==> src/rtl/subrange_pkg.sv <==
package subrange_pkg;
  typedef enum logic {
    PH_IDLE = 1'b0,
    PH_FINE = 1'b1
  } sr_phase_e;

  function automatic int sat_upper(input int val, input int lim);
    return (val > lim) ? lim : val;
  endfunction
endpackage

==> src/rtl/sr_ones_count.sv <==
module sr_ones_count #(
  parameter int W  = 16,
  parameter int CW = $clog2(W + 1)
) (
  input  logic [W-1:0]  bits,
  output logic [CW-1:0] count
);
  always_comb begin
    count = '0;
    for (int i = 0; i < W; i++) begin
      count = count + CW'(bits[i]);
    end
  end
endmodule

==> src/rtl/sr_window_sel.sv <==
module sr_window_sel #(
  parameter int EST_N = 6,
  parameter int MSB_W = 6
) (
  input  logic [EST_N-1:0]             est_therm,
  output logic [$clog2(EST_N+1)-1:0]   win_sel,
  output logic [MSB_W-1:0]             win_base
);
  localparam int WSEL_W   = $clog2(EST_N + 1);
  localparam int WIN_STEP = (1 << MSB_W) / (EST_N + 2);

  logic [WSEL_W-1:0] est_cnt;

  sr_ones_count #(.W(EST_N), .CW(WSEL_W)) u_est_cnt (
    .bits  (est_therm),
    .count (est_cnt)
  );

  always_comb begin
    win_sel  = est_cnt;
    win_base = MSB_W'(int'(est_cnt) * WIN_STEP);
  end
endmodule

==> src/rtl/sr_msb_merge.sv <==
module sr_msb_merge #(
  parameter int FINE_N = 16,
  parameter int MSB_W  = 6
) (
  input  logic [MSB_W-1:0]  win_base,
  input  logic [FINE_N-1:0] cmp_bank,
  output logic [MSB_W-1:0]  msb
);
  localparam int CNT_W   = $clog2(FINE_N + 1);
  localparam int SUM_W   = ((MSB_W > CNT_W) ? MSB_W : CNT_W) + 1;
  localparam int MSB_MAX = (1 << MSB_W) - 1;

  logic [CNT_W-1:0] fl_cnt;
  logic [SUM_W-1:0] sum;

  sr_ones_count #(.W(FINE_N), .CW(CNT_W)) u_fl_cnt (
    .bits  (cmp_bank),
    .count (fl_cnt)
  );

  always_comb begin
    sum = SUM_W'(win_base) + SUM_W'(fl_cnt);
    if (sum > SUM_W'(MSB_MAX)) begin
      msb = MSB_W'(MSB_MAX);
    end else begin
      msb = sum[MSB_W-1:0];
    end
  end
endmodule

==> src/rtl/sr_lsb_clamp.sv <==
module sr_lsb_clamp #(
  parameter int FINE_N = 16,
  parameter int LSB_W  = 4
) (
  input  logic [FINE_N-1:0] cmp_bank,
  output logic [LSB_W-1:0]  lsb
);
  localparam int CNT_W   = $clog2(FINE_N + 1);
  localparam int LSB_MAX = (1 << LSB_W) - 1;

  logic [CNT_W-1:0] res_cnt;

  sr_ones_count #(.W(FINE_N), .CW(CNT_W)) u_res_cnt (
    .bits  (cmp_bank),
    .count (res_cnt)
  );

  generate
    if (CNT_W > LSB_W) begin : g_clamp
      always_comb begin
        if (res_cnt > CNT_W'(LSB_MAX)) begin
          lsb = LSB_W'(LSB_MAX);
        end else begin
          lsb = res_cnt[LSB_W-1:0];
        end
      end
    end else begin : g_widen
      always_comb lsb = LSB_W'(res_cnt);
    end
  endgenerate
endmodule

==> src/rtl/subrange_encoder.sv <==
module subrange_encoder #(
  parameter int EST_N  = 6,
  parameter int FINE_N = 16,
  parameter int MSB_W  = 6,
  parameter int LSB_W  = 4
) (
  input  logic                        clk,
  input  logic                        rst,
  input  logic [EST_N-1:0]            est_therm,
  output logic [$clog2(EST_N+1)-1:0]  win_sel,
  input  logic                        coarse_stb,
  input  logic                        fine_stb,
  input  logic [FINE_N-1:0]           cmp_bank,
  output logic [MSB_W-1:0]            msb_code,
  output logic                        pending,
  output logic [MSB_W+LSB_W-1:0]      code_out,
  output logic                        code_vld
);
  import subrange_pkg::*;

  localparam int RES_W = MSB_W + LSB_W;

  logic [MSB_W-1:0] win_base;
  logic [MSB_W-1:0] msb_w;
  logic [LSB_W-1:0] lsb_w;
  logic [MSB_W-1:0] msb_q;
  sr_phase_e        phase_q;
  logic             take_fine;

  sr_window_sel #(.EST_N(EST_N), .MSB_W(MSB_W)) u_win (
    .est_therm (est_therm),
    .win_sel   (win_sel),
    .win_base  (win_base)
  );

  sr_msb_merge #(.FINE_N(FINE_N), .MSB_W(MSB_W)) u_msb (
    .win_base (win_base),
    .cmp_bank (cmp_bank),
    .msb      (msb_w)
  );

  sr_lsb_clamp #(.FINE_N(FINE_N), .LSB_W(LSB_W)) u_lsb (
    .cmp_bank (cmp_bank),
    .lsb      (lsb_w)
  );

  assign take_fine = fine_stb && (phase_q == PH_FINE);

  always_ff @(posedge clk) begin
    if (rst) begin
      msb_q    <= '0;
      phase_q  <= PH_IDLE;
      code_out <= '0;
      code_vld <= 1'b0;
    end else begin
      code_vld <= 1'b0;
      if (take_fine) begin
        code_out <= RES_W'({msb_q, lsb_w});
        code_vld <= 1'b1;
      end
      if (coarse_stb) begin
        msb_q   <= msb_w;
        phase_q <= PH_FINE;
      end else if (take_fine) begin
        phase_q <= PH_IDLE;
      end
    end
  end

  assign msb_code = msb_q;
  assign pending  = (phase_q == PH_FINE);
endmodule

==> config.mk <==
export PLATFORM = sky130hd
export DESIGN_NAME = subrange_encoder
export DESIGN_NICKNAME = d
export VERILOG_FILES = /design/src/rtl/subrange_pkg.sv /design/src/rtl/sr_ones_count.sv /design/src/rtl/sr_window_sel.sv /design/src/rtl/sr_msb_merge.sv /design/src/rtl/sr_lsb_clamp.sv /design/src/rtl/subrange_encoder.sv
export SDC_FILE = /design/constraint.sdc
export NUM_CORES = 1
export LEC_CHECK = 0
export ABC_AREA = 1
export BUFFER_PORTS_ARGS = -buffer_cell sky130_fd_sc_hd__buf_2
export CORE_MARGIN = 2
export CORE_UTILIZATION = 35
export DETAILED_ROUTE_END_ITERATION = 7
export GPL_ROUTABILITY_DRIVEN = 0
export PLACE_DENSITY = 0.63
export SLEW_MARGIN = 20
export SYNTH_ARGS = -nofsm -noshare
export SYNTH_HDL_FRONTEND = slang
export SYNTH_SLANG_ARGS = --single-unit
==> constraint.sdc <==
create_clock -name clk -period 3.9 [get_ports clk]
set_input_delay 0.585 -clock clk [delete_from_list [all_inputs] [get_ports clk]]
set_output_delay 0.585 -clock clk [all_outputs]
set_load 0.02 [all_outputs]
**Word level (Yosys, flattened, before mapping)**

Cells that the tools add are included.

- Bits of input ports: 26
- Register bits: 18
- Logic and storage cells: 34
- Memories: 0
- Bits in latches: 0
- Output and inout bits: 21
- Memory bits (writable): 0
- ROM bits: 0

- Shift operators: 0
- Div/mod/pow operators: 0
- Bitwise logic cells: 0
- Reductions and logical operators: 2
- $add $sub $neg: 21
- Multiply operators: 0
- Equal/unequal tests: 0
- Muxes and demuxes: 5
- $lt $le $gt $ge: 2

Operators by type and width:

| operator | number |
|---|---|
| adder 5 x 1 -> 5 bit | 11 |
| adder 3 x 1 -> 3 bit | 3 |
| adder 6 x 5 -> 7 bit | 1 |
| > comparator 7 x 6 -> 1 bit, second input constant | 1 |
| adder 2 x 1 -> 3 bit | 2 |
| 2-to-1 mux 6 bit | 1 |
| adder 4 x 1 -> 5 bit | 1 |
| > comparator 5 x 4 -> 1 bit, second input constant | 1 |
| adder 1 x 1 -> 2 bit | 2 |
| adder 3 x 1 -> 4 bit | 1 |
| 2-to-1 mux 4 bit | 1 |
| 2-to-1 mux 1 bit | 3 |
| nonzero test 2 bit | 1 |
| logical AND 1 bit | 1 |

**Logic depth before layout (Yosys ltp)**

- Depth in word-level cells: 18
- Depth in mapped cells: 19
- Gate-level depth less buffers: 19

**Modules after synthesis**

Synthesis repeated with hierarchy kept, for this count alone.

- Cell total of the unflattened synthesis: 274
- Area total of the unflattened synthesis: 1951.9 um^2

By module, submodules not included:

| module | cells an instance | area an instance (um^2) | instances | seq. area each (um^2) |
|---|---|---|---|---|
| subrange_encoder | 96 | 679.4 | 1 | 360.3 |
| sr_ones_count (u_lsb.u_res_cnt) | 56 | 429.2 | 1 | 0.0 |
| sr_ones_count (u_msb.u_fl_cnt) | 52 | 414.1 | 1 | 0.0 |
| sr_msb_merge | 42 | 244.0 | 1 | 0.0 |
| sr_ones_count (u_win.u_est_cnt) | 12 | 102.6 | 1 | 0.0 |
| sr_window_sel | 7 | 48.8 | 1 | 0.0 |
| sr_lsb_clamp | 9 | 33.8 | 1 | 0.0 |

**Least setup slack after synthesis**

Ideal clock, no wire load.

- Path type: input-to-reg
- Start point: in cmp_bank[0]
- End point: reg msb_q[5] (netlist: msb_code[5])
- Setup time: 0.117 ns
- Cell stages on the path: 15
- Data arrival time: 4.104 ns
- Data required time: 3.783 ns
- Path buffers: 0
- Path slack: -0.321 ns
- Cells stage by stage: inv_1 fa_1 fa_1 fa_1 fa_1 inv_1 ha_1 fa_1 nand3_1 nand2_2 fa_1 a21oi_1 o21ai_0 nor2_1 nor2_1

- Cells in the longest elaborated chain, start to end: 18

Ends and longest elaborated chain:

| element | line | text |
|---|---|---|
| start, declared | subrange_encoder.sv:13 | `input logic [FINE_N-1:0] cmp_bank,` |
| adder 1 x 1 -> 2 bit (*) | sr_ones_count.sv:11 | `count = count + CW'(bits[i]);` |
| adder 2 x 1 -> 3 bit (*) | sr_ones_count.sv:11 |  |
| adder 3 x 1 -> 4 bit (*) | sr_ones_count.sv:11 |  |
| adder 4 x 1 -> 5 bit (*) | sr_ones_count.sv:11 |  |
| adder 5 x 1 -> 5 bit (*) (11 in series) | sr_ones_count.sv:11 |  |
| adder 6 x 5 -> 7 bit (*) | sr_msb_merge.sv:22 | `sum = SUM_W'(win_base) + SUM_W'(fl_cnt);` |
| > comparator 7 x 6 -> 1 bit | sr_msb_merge.sv:23 | `if (sum > SUM_W'(MSB_MAX)) begin` |
| 2-to-1 mux 6 bit (*) | sr_msb_merge.sv:23 |  |
| end signal, assigned | subrange_encoder.sv:62 | `msb_q <= msb_w;` |
| end, declared | subrange_encoder.sv:26 | `logic [MSB_W-1:0] msb_q;` |

Mark *: on every way between the ends. The rest lies on a longest branch, timed or not.
A chain may end at the register's enable or synchronous reset.

**Worst setup path after layout**

- Start point: in cmp_bank[11]
- End point: reg msb_q[4] (netlist: msb_code[4])

- Cells in the longest elaborated chain, start to end: 8

Ends and longest elaborated chain:

| element | line |
|---|---|
| adder 5 x 1 -> 5 bit (*) (5 in series) | sr_ones_count.sv:11 |
| adder 6 x 5 -> 7 bit (*) | sr_msb_merge.sv:22 |
| > comparator 7 x 6 -> 1 bit | sr_msb_merge.sv:23 |
| 2-to-1 mux 6 bit (*) | sr_msb_merge.sv:23 |

Marked as above.

==> run summary <==
Synthesized area -> 0.00126 mm²
Setup CP Type -> primary input to register
GRT Residual Overflow -> 0
P_sw -> 389 µW
Clk_skew -> 0.00567 ns
Clock slew at reported path FFs -> 0.10 ns
Syn Inst Count -> 151
Leading area contributor after synthesis -> dfxtp_1
Hold buffers post-CTS -> 0
Vias in the first global route -> 1,005
Setup ws final -> -0.00803 ns
Worst EP arrival -> 4.15 ns
Skew-Pair Late Insertion Delay -> 0.29 ns
# clock sinks -> 18
Setup crit start kind -> primary input
Count of final setup violators -> 1
Post-layout min period -> 3.91 ns
Post-synthesis xor/xnor area fraction -> 0.00693
Input/output buffers -> 46
WL per Instance -> 9.66 µm
Synth Net Count -> 199
Routed WL -> 2470 µm
FF+latch count, synth -> 18
Leak -> 0.949 nW
Clock share of power -> 0.102
Dpl hpwl -> 2060 µm
Seq/Total Area, Yosys -> 0.285
Via count -> 1,115
Crit share post-route -> 1.00
TritonCTS clock tree -> built
Layout cells sized above 1 -> 0.452
R2R cell count -> 4
Failing checks -> setup timing
Total Routing Usage GR -> 0.127
Worst slew pin tran -> 0.235 ns
Synth Area in Simple Gates -> 0.151
Sw Share -> 0.424
Avg Synthesized Cell Area -> 8.37 µm²
Commonest non-fill, non-tap cell in the layout -> buf_2
Fmax -> 256 MHz
Initial antenna violation count -> 0
# IOs -> 47
Multiplexer share of the synthesized area -> 0
Final-report hold violation count -> 0
Ys Warns -> 0
Worst VDD drop -> 0.000200 V
Combinational share of power -> 0.650
Antenna diodes -> 0
Synth cell types -> 21
Compound-Gate Fraction of Synth Area -> 0.117
Nets@finish -> 260
First-pass GRT wire length -> 4080 µm
Routed Antenna Nets -> 0
Total core area -> 0.00339 mm²
Num CTS Buffers -> 3
Worst r2r src -> pending$_SDFFE_PP0P_
Rows -> 21
HP Start -> code_out[4]$_SDFFE_PP0P_
Hold Path End -> code_out[4]$_SDFFE_PP0P_
Reg2Reg Capture Point -> code_out[0]$_SDFFE_PP0P_
DRC -> 0
Flop pwr share -> 0.248
MaxCap Viol Count -> 0
Slack of the worst reg-to-reg path -> 2.97 ns
Pwr per Cell Area -> 520 mW/mm²
Status -> finished, violations left
Root Buffer -> clkbuf_4
Worst-path fanout max -> 3
Most frequent cells in the layout -> buf_2, inv_1, nor2_1, dfxtp_1, buf_4
Slew Limit Fails -> 0
Critical path data required time -> 4.14 ns
RSZ-0062 raised after global routing -> yes
Die X -> 64.1 µm
Slew headroom -> 0.843
Maximum clock path buffer count -> 2
CP endpoint kind -> register
DIE AREA -> 0.00411 mm²
Placed cell count -> 251
H-Tree Depth -> 1
Synth Area in Adders -> 0.301
Area delta synth->final -> 39.4%
Die H -> 64.1 µm
Most area-consuming cells after synthesis -> dfxtp_1, fa_1, inv_1, ha_1, nor2_1
Setup TNS -> -0.00803 ns
Initial Util -> 0.373
HP Class -> register to register
Finished Layout Cells -> 256
1st-iter DRT viols -> 22
First-pass detailed-route iteration total -> 4
Pin count of the biggest net entering global routing -> 14
Vias/cell -> 4.36
Final Power -> 916 µW
Cell internal pwr -> 528 µW
Hold path cells -> 2
Largest family of logic cells by synthesized area -> adder cells
Post-synth top area share -> 0.285
-- power by group through the flow --
| stage | registers (mW) | logic (mW) | clock network (mW) |
|---|---|---|---|
| 2_1_floorplan | 0.263 | 0.332 | 0 |
| 3_3_place_gp | 0.231 | 0.526 | 0 |
| 3_5_place_dp | 0.232 | 0.534 | 0 |
| 4_1_cts | 0.228 | 0.558 | 0.0939 |
| 5_1_grt | 0.231 | 0.677 | 0.101 |
| 6_report | 0.228 | 0.596 | 0.0931 |
-- metrics by stage --
| stage | util | hold WS, ns | cell area, µm² | setup WS (ns) |
|---|---|---|---|---|
| after floorplan | - | 0.560 | 1300 | -0.215 |
| after global placement | 0.485 | 0.456 | 1640 | -0.409 |
| after detailed placement | 0.485 | 0.472 | 1640 | -0.418 |
| after CTS | 0.504 | 0.493 | 1710 | -0.0793 |
| after global routing | 0.520 | 0.519 | 1760 | -0.112 |
| final | 0.520 | 0.487 | 1760 | -0.00803 |
-- routing by layer --
| layer | vias up | share of wire | track usage |
|---|---|---|---|
| met5 | - | 0 | 0 |
| met4 | 0 | 0.013 | 0.0638 |
| met3 | 2 | 0.039 | 0.0123 |
| met2 | 24 | 0.53 | 0.236 |
| met1 | 515 | 0.42 | 0.142 |
| li1 | 574 | - | - |
-- cells in the mapped netlist --
cell / count
nand2_4: 1
inv_4: 1
inv_1: 39
o21ai_0: 13
nor2_1: 23
fa_1: 14
nor2_4: 1
a31oi_1: 1
dfxtp_1: 18
nand3_2: 3
xnor2_1: 1
buf_4: 2
inv_2: 2
a21oi_1: 4
o21ai_1: 3
nand2_2: 2
a21o_1: 2
nand2_1: 8
ha_1: 8
nand3_1: 2
a21oi_2: 3
-- sequential cells by signal, indices dropped and copies added (netlist names) --
register / count
pending: 1
code_vld: 1
code_out: 10
msb_code: 6
-- cell type report --
type                            instances  area [µm²]
Clock buffer                            3        22.5
Fill cell                             345        1630
Inverter                               42         163
Multi-Input combinational cell         89         816
Sequential cell                        18         360
Tap cell                               46        57.6
Timing Repair Buffer                   58         343
-- repair_timing --
item,4_1_cts,5_1_grt
pin swaps,17,11
buffers inserted,0,2
resized for setup,12,12
endpoints found under the setup margin,6,6
-- how the worst max path moves through the flow --
stage            startpoint                  endpoint  slack, ns  depth (start not counted)
2_1_floorplan  cmp_bank[11]  msb_code[4]$_SDFFE_PP0P_      -0.21                         14
3_3_place_gp   cmp_bank[11]  msb_code[5]$_SDFFE_PP0P_      -0.41                         16
3_5_place_dp   cmp_bank[11]  msb_code[5]$_SDFFE_PP0P_      -0.42                         16
4_1_cts         cmp_bank[9]  msb_code[3]$_SDFFE_PP0P_      -0.08                         17
5_1_grt        cmp_bank[11]  msb_code[4]$_SDFFE_PP0P_      -0.11                         17
6_report       cmp_bank[11]  msb_code[4]$_SDFFE_PP0P_     -0.008                         15
-- worst max-delay path, cell delays in order --
cell and delay (ns):
buf_6 0.09, fa_1 0.52, inv_1 0.05, fa_1 0.50, fa_2 0.45, fa_1 0.50
inv_2 0.05, ha_4 0.16, fa_2 0.35, nand3_2 0.09, nand2_4 0.07, fa_2 0.51
nor2_1 0.04, a21o_1 0.14, inv_1 0.04
-- kinds of logic after synthesis --
logic type | count (synthesis)
AO/OA/AOI/OAI | 26
XOR/XNOR | 1
adder cells (fa/ha/maj) | 22
buffers and inverters | 44
flip-flops | 18
AND/OR/NAND/NOR | 40
No activity file was read; power rests on OpenSTA's default activity.
